--- src/rtl/dbsr_pkg.sv ---
package dbsr_pkg;
   localparam int unsigned REG_W = 32;

   // Positions are given in MSB-0 numbering and converted here.
   function automatic int unsigned msb0(input int unsigned n);
      return REG_W - 1 - n;
   endfunction

   function automatic int unsigned iac_bit(input int unsigned i);
      case (i)
         0: return msb0(5);
         1: return msb0(6);
         2: return msb0(12);
         default: return msb0(13);
      endcase
   endfunction

   function automatic int unsigned dac_rd_bit(input int unsigned i);
      return (i == 0) ? msb0(7) : msb0(9);
   endfunction

   function automatic int unsigned dac_wr_bit(input int unsigned i);
      return (i == 0) ? msb0(8) : msb0(10);
   endfunction

   localparam int unsigned IMPRECISE_BIT = REG_W - 1 - 11;
   localparam int unsigned RCAUSE_HI     = REG_W - 1 - 22;
   localparam int unsigned RCAUSE_LO     = REG_W - 1 - 23;

   localparam logic [REG_W-1:0] EVT_MASK    = 32'h07FC_0000;
   localparam logic [REG_W-1:0] RCAUSE_MASK = 32'h0000_0300;
   localparam logic [REG_W-1:0] IMPL_MASK   = EVT_MASK | RCAUSE_MASK;
endpackage

--- src/rtl/dbsr_bit.sv ---
module dbsr_bit (
   input  logic clk,
   input  logic rst_n,
   input  logic init_i,
   input  logic set_i,
   input  logic clr_i,
   output logic q
);
   always_ff @(posedge clk) begin
      if (!rst_n) q <= init_i;
      else        q <= set_i | (q & ~clr_i);
   end


   set_wins_chk: assert property (@(posedge clk) disable iff (!rst_n)
      set_i |=> q);

   clear_takes_chk: assert property (@(posedge clk) disable iff (!rst_n)
      (clr_i && !set_i) |=> !q);

   no_spurious_set_chk: assert property (@(posedge clk) disable iff (!rst_n)
      (!set_i && !q) |=> !q);
endmodule

--- src/rtl/dbsr_setmap.sv ---
module dbsr_setmap #(
   parameter int unsigned N_IAC = 4,
   parameter int unsigned N_DAC = 2
) (
   input  logic [N_IAC-1:0]          evt_iac,
   input  logic [N_DAC-1:0]          evt_rd,
   input  logic [N_DAC-1:0]          evt_wr,
   input  logic                      dbg_en,
   output logic [dbsr_pkg::REG_W-1:0] set_vec
);
   import dbsr_pkg::*;

   logic any_evt;
   assign any_evt = (|evt_iac) | (|evt_rd) | (|evt_wr);

   always_comb begin
      set_vec = '0;
      for (int unsigned i = 0; i < N_IAC; i++)
         set_vec[iac_bit(i)] = evt_iac[i];
      for (int unsigned j = 0; j < N_DAC; j++) begin
         set_vec[dac_rd_bit(j)] = evt_rd[j];
         set_vec[dac_wr_bit(j)] = evt_wr[j];
      end
      set_vec[IMPRECISE_BIT] = any_evt & ~dbg_en;
   end
endmodule

--- src/rtl/dbsr_access.sv ---
module dbsr_access #(
   parameter int unsigned NUM_W          = 10,
   parameter int unsigned SPR_ADDR       = 1008,
   parameter bit          VIOL_REGISTERED = 1'b1
) (
   input  logic                       clk,
   input  logic                       rst_n,
   input  logic                       spr_priv,
   input  logic                       spr_rd,
   input  logic                       spr_wr,
   input  logic [NUM_W-1:0]           spr_num,
   input  logic [dbsr_pkg::REG_W-1:0] spr_wdata,
   output logic                       rd_en,
   output logic [dbsr_pkg::REG_W-1:0] clr_mask,
   output logic                       viol
);
   localparam logic [NUM_W-1:0] ADDR = NUM_W'(SPR_ADDR);

   logic hit, bad_acc;
   assign hit     = (spr_num == ADDR);
   assign rd_en   = hit & spr_rd & spr_priv;
   assign clr_mask = (hit & spr_wr & spr_priv) ? spr_wdata : '0;
   assign bad_acc = hit & (spr_rd | spr_wr) & ~spr_priv;

   generate
      if (VIOL_REGISTERED) begin : g_viol_reg
         logic viol_q;
         always_ff @(posedge clk) begin
            if (!rst_n) viol_q <= 1'b0;
            else        viol_q <= bad_acc;
         end
         assign viol = viol_q;
      end else begin : g_viol_comb
         assign viol = bad_acc;
      end
   endgenerate
endmodule

--- src/rtl/dbg_event_status.sv ---
module dbg_event_status #(
   parameter int unsigned SPR_NUM_W       = 10,
   parameter int unsigned SPR_ADDR        = 1008,
   parameter int unsigned N_IAC           = 4,
   parameter int unsigned N_DAC           = 2,
   parameter int unsigned DATA_W          = 32,
   parameter bit          VIOL_REGISTERED = 1'b1
) (
   input  logic                 clk,
   input  logic                 rst_n,
   input  logic [1:0]           rst_cause,
   input  logic                 dbg_en,
   input  logic [N_IAC-1:0]     evt_iac,
   input  logic [N_DAC-1:0]     evt_dac_rd,
   input  logic [N_DAC-1:0]     evt_dac_wr,
   input  logic                 spr_priv,
   input  logic                 spr_rd,
   input  logic                 spr_wr,
   input  logic [SPR_NUM_W-1:0] spr_num,
   input  logic [DATA_W-1:0]    spr_wdata,
   output logic [DATA_W-1:0]    spr_rdata,
   output logic                 priv_viol
);
   import dbsr_pkg::*;

   localparam logic [SPR_NUM_W-1:0] ADDR = SPR_NUM_W'(SPR_ADDR);

   generate
      if (DATA_W != REG_W) begin : g_bad_width
         $error("dbg_event_status: DATA_W must equal 32");
      end
      if (N_IAC != 4 || N_DAC != 2) begin : g_bad_count
         $error("dbg_event_status: layout fixes 4 IAC and 2 DAC sources");
      end
      if (SPR_ADDR >= (1 << SPR_NUM_W)) begin : g_bad_addr
         $error("dbg_event_status: SPR_ADDR does not fit SPR_NUM_W");
      end
   endgenerate

   logic [REG_W-1:0] set_vec, clr_mask, status_q, init_vec;
   logic             rd_en;

   dbsr_setmap #(.N_IAC(N_IAC), .N_DAC(N_DAC)) u_setmap (
      .evt_iac (evt_iac),
      .evt_rd  (evt_dac_rd),
      .evt_wr  (evt_dac_wr),
      .dbg_en  (dbg_en),
      .set_vec (set_vec)
   );

   dbsr_access #(
      .NUM_W(SPR_NUM_W), .SPR_ADDR(SPR_ADDR), .VIOL_REGISTERED(VIOL_REGISTERED)
   ) u_access (
      .clk       (clk),
      .rst_n     (rst_n),
      .spr_priv  (spr_priv),
      .spr_rd    (spr_rd),
      .spr_wr    (spr_wr),
      .spr_num   (spr_num),
      .spr_wdata (spr_wdata),
      .rd_en     (rd_en),
      .clr_mask  (clr_mask),
      .viol      (priv_viol)
   );

   always_comb begin
      init_vec = '0;
      init_vec[RCAUSE_HI] = rst_cause[1];
      init_vec[RCAUSE_LO] = rst_cause[0];
   end

   for (genvar b = 0; b < REG_W; b++) begin : g_bit
      if (IMPL_MASK[b]) begin : g_impl
         dbsr_bit u_bit (
            .clk    (clk),
            .rst_n  (rst_n),
            .init_i (init_vec[b]),
            .set_i  (set_vec[b]),
            .clr_i  (clr_mask[b]),
            .q      (status_q[b])
         );
      end else begin : g_rsvd
         assign status_q[b] = 1'b0;
      end
   end

   assign spr_rdata = rd_en ? status_q : '0;

   logic no_evt;
   assign no_evt = ~(|evt_iac) & ~(|evt_dac_rd) & ~(|evt_dac_wr);


   rsvd_zero_chk: assert property (@(posedge clk) disable iff (!rst_n)
      (spr_rdata & ~IMPL_MASK) == '0);

   setmap_rsvd_chk: assert property (@(posedge clk) disable iff (!rst_n)
      (set_vec & ~IMPL_MASK) == '0);

   imprecise_set_chk: assert property (@(posedge clk) disable iff (!rst_n)
      (!no_evt && !dbg_en) |=> status_q[IMPRECISE_BIT]);

   clear_needs_priv_chk: assert property (@(posedge clk) disable iff (!rst_n)
      (clr_mask != '0) |-> (spr_priv && spr_wr && spr_num == ADDR));

   untouched_chk: assert property (@(posedge clk) disable iff (!rst_n)
      (no_evt && (!spr_priv || !spr_wr || spr_num != ADDR)) |=> $stable(status_q));

   reset_load_chk: assert property (@(posedge clk)
      !rst_n |=> (status_q[RCAUSE_HI:RCAUSE_LO] == $past(rst_cause)
                  && (status_q & EVT_MASK) == '0));
endmodule

--- config.mk ---
export PLATFORM = sky130hd
export DESIGN_NAME = dbg_event_status
export DESIGN_NICKNAME = d
export VERILOG_FILES = /design/src/rtl/dbsr_pkg.sv /design/src/rtl/dbsr_bit.sv /design/src/rtl/dbsr_setmap.sv /design/src/rtl/dbsr_access.sv /design/src/rtl/dbg_event_status.sv
export SDC_FILE = /design/constraint.sdc
export NUM_CORES = 1
export LEC_CHECK = 0
export BUFFER_PORTS_ARGS = -buffer_cell sky130_fd_sc_hd__buf_2
export CORE_MARGIN = 4
export CORE_UTILIZATION = 29
export CTS_BUF_LIST = sky130_fd_sc_hd__clkbuf_16
export CTS_CLUSTER_SIZE = 14
export DETAILED_ROUTE_END_ITERATION = 16
export GPL_ROUTABILITY_DRIVEN = 0
export PLACE_DENSITY = 0.76
export SYNTH_ARGS = -nofsm -noshare
export SYNTH_HDL_FRONTEND = slang
export SYNTH_SLANG_ARGS = --single-unit
export TNS_END_PERCENT = 50
--- constraint.sdc ---
create_clock -name clk -period 1.4 [get_ports clk]
set_input_delay 0.28 -clock clk [delete_from_list [all_inputs] [get_ports clk]]
set_output_delay 0.28 -clock clk [all_outputs]
set_load 0.005 [all_outputs]
==> reports/results.ini, run 1 <==
[outcome]
outcome=finished with violations
failed_checks=negative setup slack

[worst_setup_path]
r2r_slack_ns=0.77
critPathRequiredTime_ns=1.12
worstSetupStartpoint=spr_num[2]
cp-end-kind=output port
crit_top_cell=buf_6
max_stage_delay_ns=0.31
cp-start-kind=primary input
arrival_ns=1.32
path_cells=buf_6, nand4bb_4, nor4_4, buf_6, and2_1, buf_2
worstSetupPathType=in -> out
r2r_start=g_bit[21].g_impl.u_bit.q$_SDFF_PN0_
worst_path_max_delay_cell=nor4_4
crit_fanout=11

[clock_tree]
cts.sinks=12
cts_buffer_depth=2
cts-hold-fix-buffers=0
htree_levels=1
cts_tree=yes
cts_made_buffers=3
root_buffer=clkbuf_16
clkTransAtPathRegs_ns=0.04
post-cts-setup-buffer-count=0
clock_latency_ns=0.23

[floorplan]
io-pin-count=91
dieWidth_um=59.8
die_area_mm2=0.00358
die_h_um=59.8
core-area_mm2=0.00252
rows=18
start_util_pct=30.9

[drt]
routed_wirelength_mm=2.04
drc_errors=0
avgRoutedWirePerCell_um=11.5
vias=760
final_antenna_net_count=0
drt_first_pass_iters=2
vias_per_cell=4.29
drt_iter0_drc=13

[sta]
slew_violations=0
fmax_ghz=0.626
fin_crit_sh_pct=114
period_needed_ns=1.60
setup_ws_ns=-0.199
final.setup.tns_ns=-2.04
hold_viol=0
skew_ns=0
hold_slack_ns=0.231
grt_setup_unrepaired=yes
finalSetupViolations=11

[layout]
syn_to_final_growth_pct=43.4
drive_gt1_share_pct=42.9
fin_util_pct=44.2
antennaDiodeCount=0
fin_area_mm2=0.00112
nFillCells=269
nets=207

[placement]
placed_area_mm2=0.00100
dp_hpwl_mm=1.69
port_buffers=48

[grt]
grtUsageTotal_pct=11.4
grt_antenna_before_repair=0
grt_overflow=0
grt_max_degree=12
grt_first_pass_wirelength_mm=3.08
grt_pass1_vias=728

[yosys]
ys_warn_count=0
synth_cells=94
syn_avg_cell_area_um2=8.28
synth.cell_area_um2=778
ys_types=22
ys_seq_area_share_pct=30.9
synth_seq_cells=12

[power]
p_per_area_mw_per_mm2=924
peakVddDrop_uv=540
power_leakage_uw=0.000607

[worst_hold_path]
min_from=spr_wdata[8]
hold_path.class=in -> reg

[job]
max_cap_violations=0

## power breakdown
part	internal (uW)	leakage, uW	total [uW]	switching [uW]
Sequential	369	0.000100	380	10.4
Combinational	71.3	0.000470	138	66.9
Clock	372	0.0000370	513	141
## cell type report
| cell class | count | area (um^2) | area share [%] |
|---|---|---|---|
| timing repair buffer | 55 | 315 | 28.3 |
| inverter | 9 | 33.8 | 3.03 |
| clock buffer | 3 | 75.1 | 6.73 |
| tap | 30 | 37.5 | 3.36 |
| sequential | 12 | 240 | 21.5 |
| multi-input combinational | 68 | 414 | 37.1 |
## flip-flops by register name, indices dropped and copies added, names as in the netlist
signal / flops
u_access.viol: 1
g_bit.g_impl.u_bit.q: 11
## what timing repair did
item,4_1_cts,5_1_grt
endpoints found under the setup margin,11,11
gates resized for setup,3,4
pin swaps,4,1
## worst max-delay path: cells and delay by family
| kind | cells | cell delay (ns) |
|---|---|---|
| simple gates | 3 | 0.67 |
| buf+inv | 3 | 0.37 |
## cell families after synthesis
logic type / after synthesis / synth area share, %
muxes: 2 / 2.57
AOI/OAI and AO/OA: 20 / 15.3
buffers and inverters: 34 / 27.3
and+or+nand+nor: 25 / 23.5
DFF: 12 / 30.9
other: 1 / 0.482
## cells in the final DEF (no fill, tap or decap)
| cell type | n |
|---|---|
| buf_4 | 6 |
| o211ai_1 | 1 |
| or2_4 | 1 |
| mux2i_1 | 2 |
| nor4b_1 | 1 |
| dfxtp_1 | 12 |
| nand4_1 | 1 |
| nor4_2 | 1 |
| o21ai_0 | 8 |
| a211o_1 | 1 |
| nor4_1 | 2 |
| nand2_1 | 3 |
| nor3_1 | 1 |
| nand4bb_4 | 1 |
| buf_6 | 4 |
| nor2_1 | 1 |
| buf_2 | 45 |
| and2_1 | 10 |
| conb_1 | 21 |
| nand3b_1 | 1 |
| nor4_4 | 1 |
| and2_4 | 1 |
| clkbuf_16 | 3 |
| a31oi_1 | 10 |
| inv_1 | 9 |
## path summary, 6_finish.rpt
check,end,depth (start not counted)
worst max register to register,g_bit[21].g_impl.u_bit.q$_SDFF_PN0_,2
worst max-delay path,spr_rdata[22],6
worst min-delay path,g_bit[8].g_impl.u_bit.q$_DFF_P_,2
worst min register to register,g_bit[20].g_impl.u_bit.q$_SDFF_PN0_,2
## layer usage
metal | GRT usage [%] | routed length, um | vias to the layer above
li1 | - | - | 388
met1 | 11.9 | 739 | 340
met2 | 21.6 | 1120 | 30
met3 | 2.16 | 149 | 2
met4 | 4.75 | 30 | 0
met5 | 0 | 0 | -
## through the flow
stage	total power, uW	setup WS [ns]	cells
after CTS	1050	-0.198	177
after detailed placement	517	-0.210	174
final	1030	-0.199	177
after floorplan	486	0.00924	114
after global placement	512	-0.197	174
after global routing	1080	-0.276	177
## synth_stat cells
| cell | instances | area, um^2 |
|---|---|---|
| nor4_1 | 2 | 12.5 |
| and2_1 | 11 | 68.8 |
| buf_4 | 22 | 165 |
| nand4bb_4 | 1 | 27.5 |
| clkbuf_1 | 1 | 3.75 |
| nor2_1 | 1 | 3.75 |
| dfxtp_1 | 12 | 240 |
| inv_1 | 9 | 33.8 |
| nand3b_1 | 1 | 7.51 |
| mux2i_1 | 2 | 20.0 |
| conb_1 | 1 | 3.75 |
| nor3_1 | 1 | 5.00 |
| o21ai_0 | 8 | 40.0 |
| buf_2 | 2 | 10.0 |
| nand4_1 | 1 | 6.26 |
| or2_1 | 1 | 6.26 |
| nand2_1 | 3 | 11.3 |
| o211ai_1 | 1 | 7.51 |
| nor4_2 | 2 | 25.0 |
| a211o_1 | 1 | 8.76 |
| a31oi_1 | 10 | 62.6 |
| nor4b_1 | 1 | 8.76 |
No activity file was read; power rests on OpenSTA's default activity.
==> inputs of run 2 (changes only) <==
Settings changed: MAX_ROUTING_LAYER from default to met4, SETUP_SLACK_MARGIN from default to 0.2.
==> run 2 against run 1 <==
  * The run still ends with negative setup slack left
  * Die area stayed put
  * Hold slack better by 0.0015 ns
  * Worst setup slack worse by 0.048 ns
  * Total power is 2.1% higher
  * Critical path depth stayed put
  * Register-to-register slack worse by 0.12 ns
  * First-iteration DRC count is 69% lower
  * Cell area is 8.6% higher
  * Sequential power hardly changed
  * Largest power group unchanged
==> reports/results.ini, run 2 (synthesis results as in run 1) <==
[floorplan]
start_util_pct=30.9  ; unchanged
dieWidth_um=59.8  ; unchanged
io-pin-count=91  ; unchanged
core-area_mm2=0.00252  ; unchanged
rows=18  ; unchanged
die_h_um=59.8  ; unchanged
die_area_mm2=0.00358  ; unchanged

[drt]
vias_per_cell=4.19  ; -2.4%
vias=750  ; -1.3%
routed_wirelength_mm=2.25  ; +9.9%
drt_iter0_drc=4  ; -9
drt_first_pass_iters=4  ; +2
avgRoutedWirePerCell_um=12.5  ; +8.7%
drc_errors=0  ; unchanged
final_antenna_net_count=0  ; unchanged

[clock_tree]
clock_latency_ns=0.23  ; about the same
cts_tree=yes
cts.sinks=12  ; unchanged
cts_made_buffers=3  ; unchanged
cts_buffer_depth=2  ; unchanged
cts-hold-fix-buffers=0  ; unchanged
htree_levels=1  ; unchanged
clkTransAtPathRegs_ns=0.04  ; about the same
root_buffer=clkbuf_16

[sta]
skew_ns=0  ; unchanged
fin_crit_sh_pct=118  ; +3.4 points
grt_setup_unrepaired=yes
hold_viol=0  ; unchanged
finalSetupViolations=11  ; unchanged
fmax_ghz=0.607  ; -2.9%
hold_slack_ns=0.232  ; +0.00145 ns
slew_violations=0  ; unchanged
period_needed_ns=1.65  ; +0.0479 ns
setup_ws_ns=-0.247  ; -0.0479 ns

[layout]
layout.cells.non_filler=179  ; +1.1%
layout_common_cells=41 x buf_2, 21 x conb_1, 12 x dfxtp_1, 10 x buf_6, 9 x inv_1
antennaDiodeCount=0  ; unchanged
nets=209  ; +0.97%
layout_commonest_cell=buf_2
nFillCells=272  ; +1.1%
largest_reg_flops=11  ; unchanged
syn_to_final_growth_pct=55.8
top_register=g_bit.g_impl.u_bit.q
drive_gt1_share_pct=47.7  ; +4.8 points

[worst_setup_path]
arrival_ns=1.37  ; +0.05 ns
crit_fanout=6  ; -5
cp-start-kind=primary input
cp-end-kind=output port
critPathRequiredTime_ns=1.12  ; about the same
worstSetupPathType=in -> out

[power]
peakVddDrop_uv=410  ; -24%
power_leakage_uw=0.000639  ; +5.3%
power.switching_uw=230  ; +5.3%
power_frac_clock_pct=48.6  ; -1.2 points
intPower_uw=823  ; +1.3%
p_comb_share_pct=15.2  ; +1.8 points
pwr-share-seq_pct=36.2  ; -0.6 points
p_per_area_mw_per_mm2=868  ; -6.0%
swShare_pct=21.9  ; +0.65 points

[placement]
port_buffers=48  ; unchanged
dp_hpwl_mm=1.69  ; +0.22%
dp_cells=174  ; unchanged

[outcome]
failed_checks=negative setup slack
outcome=finished with violations

[job]
max_cap_violations=0  ; unchanged

[grt]
grt_overflow=0  ; unchanged
grt_antenna_before_repair=0  ; unchanged
grtUsageTotal_pct=11.4  ; +0.093 points
grt_max_degree=12  ; unchanged
grt_pass1_vias=673  ; -7.6%
grt_first_pass_wirelength_mm=2.89  ; -6.0%

[worst_hold_path]
hold_path.class=in -> reg

[run 2: changes by cell type in the layout (fill, tap and decap cells not counted)]
cell,previous run,this run
buf_6,4,10
and2_1,10,6
and2_4,1,5
buf_2,45,41
a31oi_1,10,8
a31oi_4,0,2
nor4_2,1,0
nor4_4,1,2
[run 2: worst max-delay path: stages]
cell and delay [ns]:
buf_6 0.09, or2_4 0.25, nor4_4 0.31, buf_4 0.20, and2_4 0.15, buf_6 0.09
[run 2: metrics by stage]
step / area [um^2] / TNS (ns) / utilization [%] / total power [uW] / setup slack (ns)
final: 1210 / -2.63 / 48.1 / 1050 / -0.247
after global routing: 1210 / -3.01 / 48.1 / 1110 / -0.278
after CTS: 1100 / -2.03 / 43.6 / 1050 / -0.200
after detailed placement: 1000 / -2.75 / 39.8 / 520 / -0.206
after global placement: 1000 / -2.25 / 39.8 / 514 / -0.192
after floorplan: 853 / 0 / - / 486 / 0.0169
[run 2: power by group through the flow]
stage	logic [uW]	registers (uW)	clock network, uW
2_1_floorplan	103	383	0
3_3_place_gp	130	385	0
3_5_place_dp	133	386	0
4_1_cts	140	380	527
5_1_grt	176	384	549
6_report	160	381	512
[run 2: repair_timing]
| action | CTS | global route |
|---|---|---|
| setup endpoints to repair | 22 | 22 |
| pin swaps | 2 | 19 |
| gates cloned | 0 | 1 |
| gates resized for setup | 4 | 18 |
| setup buffers | 0 | 1 |
[run 2: worst paths after layout]
path	start	end	slack, ns	cells after the start
setup / recovery	spr_num[0]	spr_rdata[21]	-0.25	6
hold / removal	spr_wdata[22]	g_bit[22].g_impl.u_bit.q$_SDFF_PN0_	0.23	2
setup reg to reg	g_bit[19].g_impl.u_bit.q$_SDFF_PN0_	g_bit[19].g_impl.u_bit.q$_SDFF_PN0_	0.65	2
hold reg to reg	g_bit[20].g_impl.u_bit.q$_SDFF_PN0_	g_bit[20].g_impl.u_bit.q$_SDFF_PN0_	0.52	2
[run 2: final cells by class]
class / instances / area, um^2 / area share, %
Clock buffer: 3 / 75.1 / 6.19
Multi-Input combinational cell: 68 / 463 / 38.2
Timing Repair Buffer: 57 / 363 / 29.9
Sequential cell: 12 / 240 / 19.8
Inverter: 9 / 33.8 / 2.79
Tap cell: 30 / 37.5 / 3.10
[run 2: metal layers]
metal  up-vias  GRT usage [%]  routed length, um
met3         2           2.16                146
met1       329           12.8                830
met5         -              -                  0
li1        388              -                  -
met2        31           18.8               1240
met4         0           6.65                 27
